File: src/rtl/fwd_pkg.sv
// Shared definitions for the operand bypass block.
// Assumes: one source-select encoding is used by every operand path.
package fwd_pkg;

    // Origin of a resolved operand, youngest source last.
    typedef enum logic [1:0] {
        SRC_RF  = 2'd0,
        SRC_WB  = 2'd1,
        SRC_MEM = 2'd2,
        SRC_EX  = 2'd3
    } fwd_src_e;

    localparam int unsigned NUM_OPERANDS = 2;

endpackage

File: src/rtl/fwd_match.sv
// Compares one source register number with one stage's destination.
// Assumes: register 0 is hardwired to zero and is never a bypass target.
module fwd_match #(
    parameter int unsigned REG_AW = 5
) (
    input  logic [REG_AW-1:0] src_num,
    input  logic [REG_AW-1:0] dst_num,
    input  logic              stg_valid,
    input  logic              stg_we,
    output logic              hit
);

    // Hit when the stage really writes the register being read.
    always_comb begin
        hit = stg_valid && stg_we && (dst_num == src_num) && (src_num != '0);
    end

endmodule

File: src/rtl/fwd_select.sv
// Chooses one operand value from the stage hits, youngest stage first.
// Assumes: the hit inputs already exclude register 0 and idle stages.
module fwd_select
    import fwd_pkg::*;
#(
    parameter int unsigned XLEN = 32
) (
    input  logic            src_is_zero,
    input  logic            hit_ex,
    input  logic            hit_mem,
    input  logic            hit_wb,
    input  logic [XLEN-1:0] rf_val,
    input  logic [XLEN-1:0] ex_val,
    input  logic [XLEN-1:0] mem_val,
    input  logic [XLEN-1:0] wb_val,
    output logic [XLEN-1:0] op_val
);

    fwd_src_e src;

    // Priority decode: execute, then memory access, then write-back.
    always_comb begin
        if (hit_ex)       src = SRC_EX;
        else if (hit_mem) src = SRC_MEM;
        else if (hit_wb)  src = SRC_WB;
        else              src = SRC_RF;
    end

    // Operand mux; register 0 is forced to zero.
    always_comb begin
        if (src_is_zero) begin
            op_val = '0;
        end else begin
            unique case (src)
                SRC_EX:  op_val = ex_val;
                SRC_MEM: op_val = mem_val;
                SRC_WB:  op_val = wb_val;
                default: op_val = rf_val;
            endcase
        end
    end

endmodule

File: src/rtl/load_use_detect.sv
// Flags a load in execute whose result the decode-stage instruction reads.
// Assumes: the hit inputs come from the execute-stage comparators.
module load_use_detect (
    input  logic clk,
    input  logic rst_n,
    input  logic id_valid,
    input  logic ex_is_load,
    input  logic hit_ex_op1,
    input  logic hit_ex_op2,
    output logic stall
);

    // One bubble request covers either or both operands.
    always_comb begin
        stall = id_valid && ex_is_load && (hit_ex_op1 || hit_ex_op2);
    end

    // a stall is only ever raised for a load.
    a_r8_stall_only_load: assert property (@(posedge clk) disable iff (!rst_n)
        stall |-> ex_is_load);

endmodule

File: src/rtl/fwd_unit.sv
// Operand bypass and load-use interlock for a five-stage in-order pipeline.
// Resolves both source operands from the execute, memory-access or write-back
// result, or from the register file, and requests one bubble when a load in
// execute feeds the next instruction.
// Assumes: purely combinational data path; clk/rst_n only time the checks.
module fwd_unit
    import fwd_pkg::*;
#(
    parameter int unsigned XLEN   = 32,
    parameter int unsigned REG_AW = 5
) (
    input  logic              clk,
    input  logic              rst_n,
    input  logic              id_valid,
    input  logic [REG_AW-1:0] id_rs1,
    input  logic [REG_AW-1:0] id_rs2,
    input  logic [XLEN-1:0]   id_rs1_data,
    input  logic [XLEN-1:0]   id_rs2_data,
    input  logic              ex_valid,
    input  logic              ex_we,
    input  logic              ex_is_load,
    input  logic [REG_AW-1:0] ex_rd,
    input  logic [XLEN-1:0]   ex_result,
    input  logic              mem_valid,
    input  logic              mem_we,
    input  logic [REG_AW-1:0] mem_rd,
    input  logic [XLEN-1:0]   mem_result,
    input  logic              wb_valid,
    input  logic              wb_we,
    input  logic [REG_AW-1:0] wb_rd,
    input  logic [XLEN-1:0]   wb_result,
    output logic [XLEN-1:0]   op1_out,
    output logic [XLEN-1:0]   op2_out,
    output logic              stall_req
);

    logic [REG_AW-1:0] rs_a   [NUM_OPERANDS];
    logic [XLEN-1:0]   rf_a   [NUM_OPERANDS];
    logic [XLEN-1:0]   op_a   [NUM_OPERANDS];
    logic              hex_a  [NUM_OPERANDS];
    logic              hmem_a [NUM_OPERANDS];
    logic              hwb_a  [NUM_OPERANDS];

    // Gather per-operand inputs into arrays.
    always_comb begin
        rs_a[0] = id_rs1;
        rs_a[1] = id_rs2;
        rf_a[0] = id_rs1_data;
        rf_a[1] = id_rs2_data;
    end

    // One independent bypass path per operand.
    for (genvar g = 0; g < NUM_OPERANDS; g++) begin : g_op
        fwd_match #(.REG_AW(REG_AW)) u_m_ex (
            .src_num(rs_a[g]), .dst_num(ex_rd), .stg_valid(ex_valid),
            .stg_we(ex_we), .hit(hex_a[g]));
        fwd_match #(.REG_AW(REG_AW)) u_m_mem (
            .src_num(rs_a[g]), .dst_num(mem_rd), .stg_valid(mem_valid),
            .stg_we(mem_we), .hit(hmem_a[g]));
        fwd_match #(.REG_AW(REG_AW)) u_m_wb (
            .src_num(rs_a[g]), .dst_num(wb_rd), .stg_valid(wb_valid),
            .stg_we(wb_we), .hit(hwb_a[g]));
        fwd_select #(.XLEN(XLEN)) u_sel (
            .src_is_zero(rs_a[g] == '0),
            .hit_ex(hex_a[g]), .hit_mem(hmem_a[g]), .hit_wb(hwb_a[g]),
            .rf_val(rf_a[g]), .ex_val(ex_result), .mem_val(mem_result),
            .wb_val(wb_result), .op_val(op_a[g]));
    end

    // Drive the operand outputs.
    always_comb begin
        op1_out = op_a[0];
        op2_out = op_a[1];
    end

    load_use_detect u_lud (
        .clk(clk), .rst_n(rst_n), .id_valid(id_valid), .ex_is_load(ex_is_load),
        .hit_ex_op1(hex_a[0]), .hit_ex_op2(hex_a[1]), .stall(stall_req));

    // register 0 always reads as zero.
    a_r6_zero_reg: assert property (@(posedge clk) disable iff (!rst_n)
        (id_rs1 == '0) |-> (op1_out == '0));
    // an execute-stage match wins over any older stage.
    a_r5_ex_wins: assert property (@(posedge clk) disable iff (!rst_n)
        (ex_valid && ex_we && ex_rd == id_rs2 && id_rs2 != '0) |-> (op2_out == ex_result));
    // with every stage idle the register file is used.
    a_r7_idle_no_bypass: assert property (@(posedge clk) disable iff (!rst_n)
        (!ex_valid && !mem_valid && !wb_valid && id_rs1 != '0) |-> (op1_out == id_rs1_data));
    // a stall needs a valid consumer and a nonzero matching destination.
    a_r8_stall_match: assert property (@(posedge clk) disable iff (!rst_n)
        stall_req |-> (id_valid && ex_valid && ex_we && ex_rd != '0 &&
                       (ex_rd == id_rs1 || ex_rd == id_rs2)));

endmodule

File: config.mk
export PLATFORM = sky130hd
export DESIGN_NAME = fwd_unit
export DESIGN_NICKNAME = d
export VERILOG_FILES = /design/src/rtl/fwd_pkg.sv /design/src/rtl/fwd_match.sv /design/src/rtl/fwd_select.sv /design/src/rtl/load_use_detect.sv /design/src/rtl/fwd_unit.sv
export SDC_FILE = /design/constraint.sdc
export NUM_CORES = 1
export LEC_CHECK = 0
export ABC_AREA = 1
export BUFFER_PORTS_ARGS = -buffer_cell sky130_fd_sc_hd__buf_2
export CORE_AREA = 2 2 102 104
export DETAILED_ROUTE_END_ITERATION = 10
export DIE_AREA = 0 0 104 106
export GPL_TIMING_DRIVEN = 0
export PLACE_DENSITY = 0.76
export SLEW_MARGIN = 0
export SYNTH_ARGS = -nofsm -noshare
export SYNTH_HDL_FRONTEND = slang
export SYNTH_SLANG_ARGS = --single-unit
File: constraint.sdc
create_clock -name vclk -period 3.45
set_input_delay 0.1725 -clock vclk [all_inputs]
set_output_delay 0.1725 -clock vclk [all_outputs]
set_load 0.05 [all_outputs]
[Word-level counts from Yosys, hierarchy flattened]
Index checks and enable logic that the tools add are counted.
Operators by class
  eq/ne operators: 12
  mux-type cells: 10
  reductions and logical operators: 22
Operators by type and width (number)
  $pmux W32 S3: 2
  $mux W32: 2
  $eq A5 B5 Y1: 6
  $logic_and A1 B1 Y1: 17
  $logic_not A5 Y1: 2
  $reduce_bool A5 Y1: 2
  $eq A2 B2 Y1 const B: 4
  $mux W2: 4
  $eq A2 B1 Y1 const B: 2
  $mux W1: 2
  $logic_or A1 B1 Y1: 1
Word-level totals
  bits in registers: 0
  input port bits: 195
  output and inout bits: 65
  logic and storage cells: 44

[Depth between registers and ports, before layout]
  depth in word-level cells: 9
  mapped depth: 13
  mapped depth without buffers: 11

[Hierarchy]
From an unflattened synthesis, not the netlist that was laid out.
Second synthesis, totals
  cells, all modules: 793
  area total of the unflattened synthesis: 4005.1 um^2
By module, submodules not included
  fwd_select: times used 2, cells an instance 292, area an instance 1576.5 um^2, sequential area each 0.0 um^2
  fwd_match: times used 6, cells an instance 32, area an instance 131.4 um^2, sequential area each 0.0 um^2
  fwd_unit: times used 1, cells an instance 14, area an instance 52.6 um^2, sequential area each 0.0 um^2
  load_use_detect: times used 1, cells an instance 3, area an instance 11.3 um^2, sequential area each 0.0 um^2

[Least setup slack after synthesis]
No wires, ideal clock.
  path type: input to output
  from: input port id_rs1[2]
  to: output port op1_out[10]
  arrival time: 1.872 ns
  required time: 3.277 ns
  setup slack: 1.406 ns
  cell stages on the path: 12
  buffers on the path: 3
  path through: buf_2 -> nor2_1 -> nand3_2 -> inv_2 -> nor2_1 -> nand2_2 -> buf_6 -> buf_6 -> nand3_1 -> nand2_1 -> nor2_1 -> nor2_1
On the way
  cells in the longest elaborated chain, start to end: 9
  elaborated cells on any way between the ends: 19
RTL lines
  start, declared: line fwd_unit.sv:15  | input logic [REG_AW-1:0] id_rs1,
  $eq A5 B5 Y1: line fwd_match.sv:15  | hit = stg_valid && stg_we && (dst_num == src_num) && (src_num != '0);
  $logic_and A1 B1 Y1 (2 in a row): line fwd_match.sv:15
  $mux W1: line fwd_select.sv:25  | else if (hit_wb) src = SRC_WB;
  $mux W2: line fwd_select.sv:24  | else if (hit_mem) src = SRC_MEM;
  $mux W2: line fwd_select.sv:23  | if (hit_ex) src = SRC_EX;
  $eq A2 B1 Y1 or $eq A2 B2 Y1 (tied branches): line fwd_select.sv:34  | unique case (src)
  $pmux W32 S3: line fwd_select.sv:34
  $mux W32 (*): line fwd_select.sv:31  | if (src_is_zero) begin
  end, declared: line fwd_unit.sv:32  | output logic [XLEN-1:0] op1_out,
Mark *: on every way between the ends. The rest lies on a longest branch, timed or not.

[Final worst setup path]
  from: input port id_rs2[4]
  to: output port op2_out[25]
On the way
  cells in the longest elaborated chain, start to end: 9
  elaborated cells on any way between the ends: 19
RTL lines
  start, declared: line fwd_unit.sv:16  | input logic [REG_AW-1:0] id_rs2,
  $eq A5 B5 Y1: line fwd_match.sv:15
  $logic_and A1 B1 Y1 (2 in a row): line fwd_match.sv:15
  $mux W1: line fwd_select.sv:25
  $mux W2: line fwd_select.sv:24
  $mux W2: line fwd_select.sv:23
  $eq A2 B1 Y1 or $eq A2 B2 Y1 (tied branches): line fwd_select.sv:34
  $pmux W32 S3: line fwd_select.sv:34
  $mux W32 (*): line fwd_select.sv:31
  end, declared: line fwd_unit.sv:33  | output logic [XLEN-1:0] op2_out,
Marks and branches as above.

==> impl_results.html <==
<table>
<tr><th>Metric</th><th>Value</th></tr>
<tr><th colspan="2">Outcome</th></tr>
<tr><td>Run status</td><td>completed</td></tr>
<tr><th colspan="2">STA</th></tr>
<tr><td>Clock period minus final worst setup slack</td><td>2290 ps</td></tr>
<tr><td>Highest clock frequency the design can meet</td><td>436 MHz</td></tr>
<tr><td>Sum of negative setup slack</td><td>0 ps</td></tr>
<tr><td>Setup slack of the critical path after layout</td><td>1160 ps</td></tr>
<tr><td>Pins Over Slew Limit</td><td>0</td></tr>
<tr><td>Number of failing hold endpoints at the final stage</td><td>0</td></tr>
<tr><td>Worst slew slack as a fraction of its limit</td><td>0.668</td></tr>
<tr><td>Unrepaired setup endpoints after global routing</td><td>false</td></tr>
<tr><td>Actual slew at the worst max-slew pin</td><td>499 ps</td></tr>
<tr><td>Final period utilization</td><td>0.664</td></tr>
<tr><td>Total setup violations reported at the end of the flow</td><td>0</td></tr>
<tr><th colspan="2">Worst setup path</th></tr>
<tr><td>Cell chain of the critical path</td><td>buf_2, nor2_1, nand2_1, nor2_1, nor2_1, nand3_1, nand3_1, buf_2, nand2_1, nor2_1, nor2_1, buf_2</td></tr>
<tr><td>Worst stage delay on the critical path</td><td>290 ps</td></tr>
<tr><td>Critical path required time</td><td>3280 ps</td></tr>
<tr><td>Top cell by count, worst path</td><td>nor2_1</td></tr>
<tr><td>Critical Path Fanout Max</td><td>10</td></tr>
<tr><td>CP startpoint kind</td><td>input pin</td></tr>
<tr><td>Worst path bufs/invs</td><td>3</td></tr>
<tr><td>Critical-path cell with the highest stage delay</td><td>nand3_1</td></tr>
<tr><td>Critical Path Sink Type</td><td>output pin</td></tr>
<tr><td>Cell type group with the largest total delay on the critical path</td><td>simple AND/OR/NAND/NOR gates</td></tr>
<tr><td>Critical Setup Path Class</td><td>input pin to output pin</td></tr>
<tr><td>Arrival time reported for the critical path endpoint</td><td>2120 ps</td></tr>
<tr><th colspan="2">Power and ir drop</th></tr>
<tr><td>Peak supply drop</td><td>0.0000775 V</td></tr>
<tr><td>P_leak</td><td>3.73 nW</td></tr>
<tr><td>Power density over the cells</td><td>130 mW/mm²</td></tr>
<tr><th colspan="2">Final layout</th></tr>
<tr><td>Net count of the finished layout</td><td>1,331</td></tr>
<tr><td>Final std cell area, no fill</td><td>0.00532 mm²</td></tr>
<tr><td>Multi-input combinational cell area</td><td>0.00313 mm²</td></tr>
<tr><td>Area added between synthesis and finish</td><td>37.7%</td></tr>
<tr><td>Antenna diode count</td><td>0</td></tr>
<tr><td>Number of flip-flops and latches</td><td>0</td></tr>
<tr><td>Clock tree buffer count of the final layout</td><td>0</td></tr>
<tr><td>Share of final-layout standard cells stronger than drive strength 1</td><td>0.284</td></tr>
<tr><td>Area used by sequential logic in the layout</td><td>0 µm²</td></tr>
<tr><td>Total of fill cells in the finished design</td><td>1,151</td></tr>
<tr><td>Number of standard cells in the final layout excluding fillers</td><td>1,270</td></tr>
<tr><td>Utilization of the core after routing</td><td>0.532</td></tr>
<tr><th colspan="2">CTS</th></tr>
<tr><td>CTS Hold Buffers Added</td><td>0</td></tr>
<tr><td>Cells resized by post-CTS repair</td><td>0</td></tr>
<tr><td>Postcts setup bufs</td><td>0</td></tr>
<tr><th colspan="2">Global route</th></tr>
<tr><td>Wire length of the first global-routing pass</td><td>27,700 µm</td></tr>
<tr><td>Via count of the first global-routing pass</td><td>5,738</td></tr>
<tr><td>Overflow left after global routing</td><td>0</td></tr>
<tr><td>GRT Resource Usage Total</td><td>0.300</td></tr>
<tr><td>Largest net degree at the start of global routing</td><td>11</td></tr>
<tr><td>Antenna violations before repair</td><td>0</td></tr>
<tr><th colspan="2">Min path</th></tr>
<tr><td>Hold crit path type</td><td>input pin to output pin</td></tr>
<tr><th colspan="2">Floorplan</th></tr>
<tr><td>Starting density of the core</td><td>0.386</td></tr>
<tr><td>Placement Rows</td><td>37</td></tr>
<tr><td>Standard cell core area</td><td>0.0100 mm²</td></tr>
<tr><td>Die width</td><td>104 µm</td></tr>
<tr><td>Die Footprint</td><td>0.0110 mm²</td></tr>
<tr><td>Chip height</td><td>106 µm</td></tr>
<tr><td>Number of primary I/O pins</td><td>260</td></tr>
<tr><th colspan="2">Synth</th></tr>
<tr><td>Count of synthesis-stage warnings from yosys</td><td>0</td></tr>
<tr><td>Number of standard cells after synthesis</td><td>877</td></tr>
<tr><td>Area share of the largest cell type after synthesis</td><td>0.302</td></tr>
<tr><td>Number of library cell types mapped by synthesis</td><td>20</td></tr>
<tr><td>Dominant cells by area after synthesis</td><td>nand2_1 (30%), nand3_1 (26%), nor2_1 (14%)</td></tr>
<tr><td>Mean instance size in the synthesized netlist</td><td>4.41 µm²</td></tr>
<tr><td>Library cell with the largest summed area after synthesis</td><td>nand2_1</td></tr>
<tr><td>Post-Synthesis Net Count</td><td>1,072</td></tr>
<tr><td>Post-synthesis sequential area ratio</td><td>0</td></tr>
<tr><td>Mapped cell area</td><td>0.00386 mm²</td></tr>
<tr><th colspan="2">Placement</th></tr>
<tr><td>Placement-stage cell area</td><td>0.00532 mm²</td></tr>
<tr><td>Placer's final routability congestion estimate</td><td>0.956</td></tr>
<tr><td>Post-Place Worst Slack</td><td>1130 ps</td></tr>
<tr><td>HPWL after detailed placement</td><td>14,100 µm</td></tr>
<tr><td>Input/output buffers</td><td>257</td></tr>
<tr><td>Placed Cells</td><td>1,270</td></tr>
<tr><th colspan="2">Flow run</th></tr>
<tr><td>Number of violations of the max-capacitance limit</td><td>0</td></tr>
<tr><th colspan="2">Route</th></tr>
<tr><td>Final ANT Viol Nets</td><td>0</td></tr>
<tr><td>Number of iterations in the first detailed-routing pass</td><td>5</td></tr>
<tr><td>Via density per instance</td><td>5.12</td></tr>
<tr><td>Final wirelength</td><td>17,500 µm</td></tr>
<tr><td>Drt drc</td><td>0</td></tr>
<tr><td>Routed len/inst</td><td>13.8 µm</td></tr>
<tr><td>Initial drt markers</td><td>476</td></tr>
<tr><td>Vias after detailed routing</td><td>6,507</td></tr>
</table>
==> layout make-up <==
| type | count | share of cell area |
|---|---|---|
| Timing Repair Buffer | 257 | 0.242 |
| Inverter | 96 | 0.0677 |
| Multi-Input combinational cell | 717 | 0.589 |
| Buffer | 64 | 0.0694 |
| Tap cell | 136 | 0.0320 |
==> cell usage in the layout, fill, tap and decap left out, types with 8 or more instances in the layout <==
master / instances
nand2_1: 311
inv_2: 9
inv_1: 86
buf_2: 285
nand3_1: 201
nand4_1: 33
clkbuf_1: 14
buf_4: 9
nor2_1: 149
buf_6: 8
==> layer usage <==
metal,vias up,global-route usage,wire [µm]
met5,-,0,0
met3,31,0.0343,1690
met2,363,0.548,8280
met1,2840,0.383,7240
li1,3273,-,-
met4,0,0.0512,314
==> synth_stat cells (all sizes together) <==
cell    instances
inv            95
xor2            3
nand4          33
nor2          154
a21oi           4
buf            50
clkinv          1
xnor2           4
clkbuf         14
nand3         203
nand2         315
nand3b          1
==> power by group <==
group          switching (mW)  internal [mW]  leakage, nW
logic                   0.471          0.222         3.73
clock network               0              0            0
registers                   0              0            0
total                   0.471          0.222         3.73
==> metrics by stage <==
step	total power, mW	hold WS, ps
detailed placement	0.687	718
finish	0.693	721
floorplan	0.444	567
global route	0.749	746
CTS	0.689	718
global placement	0.683	714
==> path summary, 6_finish.rpt <==
| kind | from | end | slack, ps | cells past startpoint |
|---|---|---|---|---|
| max | id_rs2[4] | op2_out[25] | 1160 | 12 |
| min | ex_is_load | stall_req | 720 | 4 |
==> logic make-up after synthesis <==
kind of cell / Yosys count / synth area share
AOI/OAI and AO/OA: 4 / 0.00518
xor gates and xnor gates: 7 / 0.0159
buffers and inverters: 160 / 0.189
and+or+nand+nor: 706 / 0.790
No activity file was read; power rests on OpenSTA's default activity.
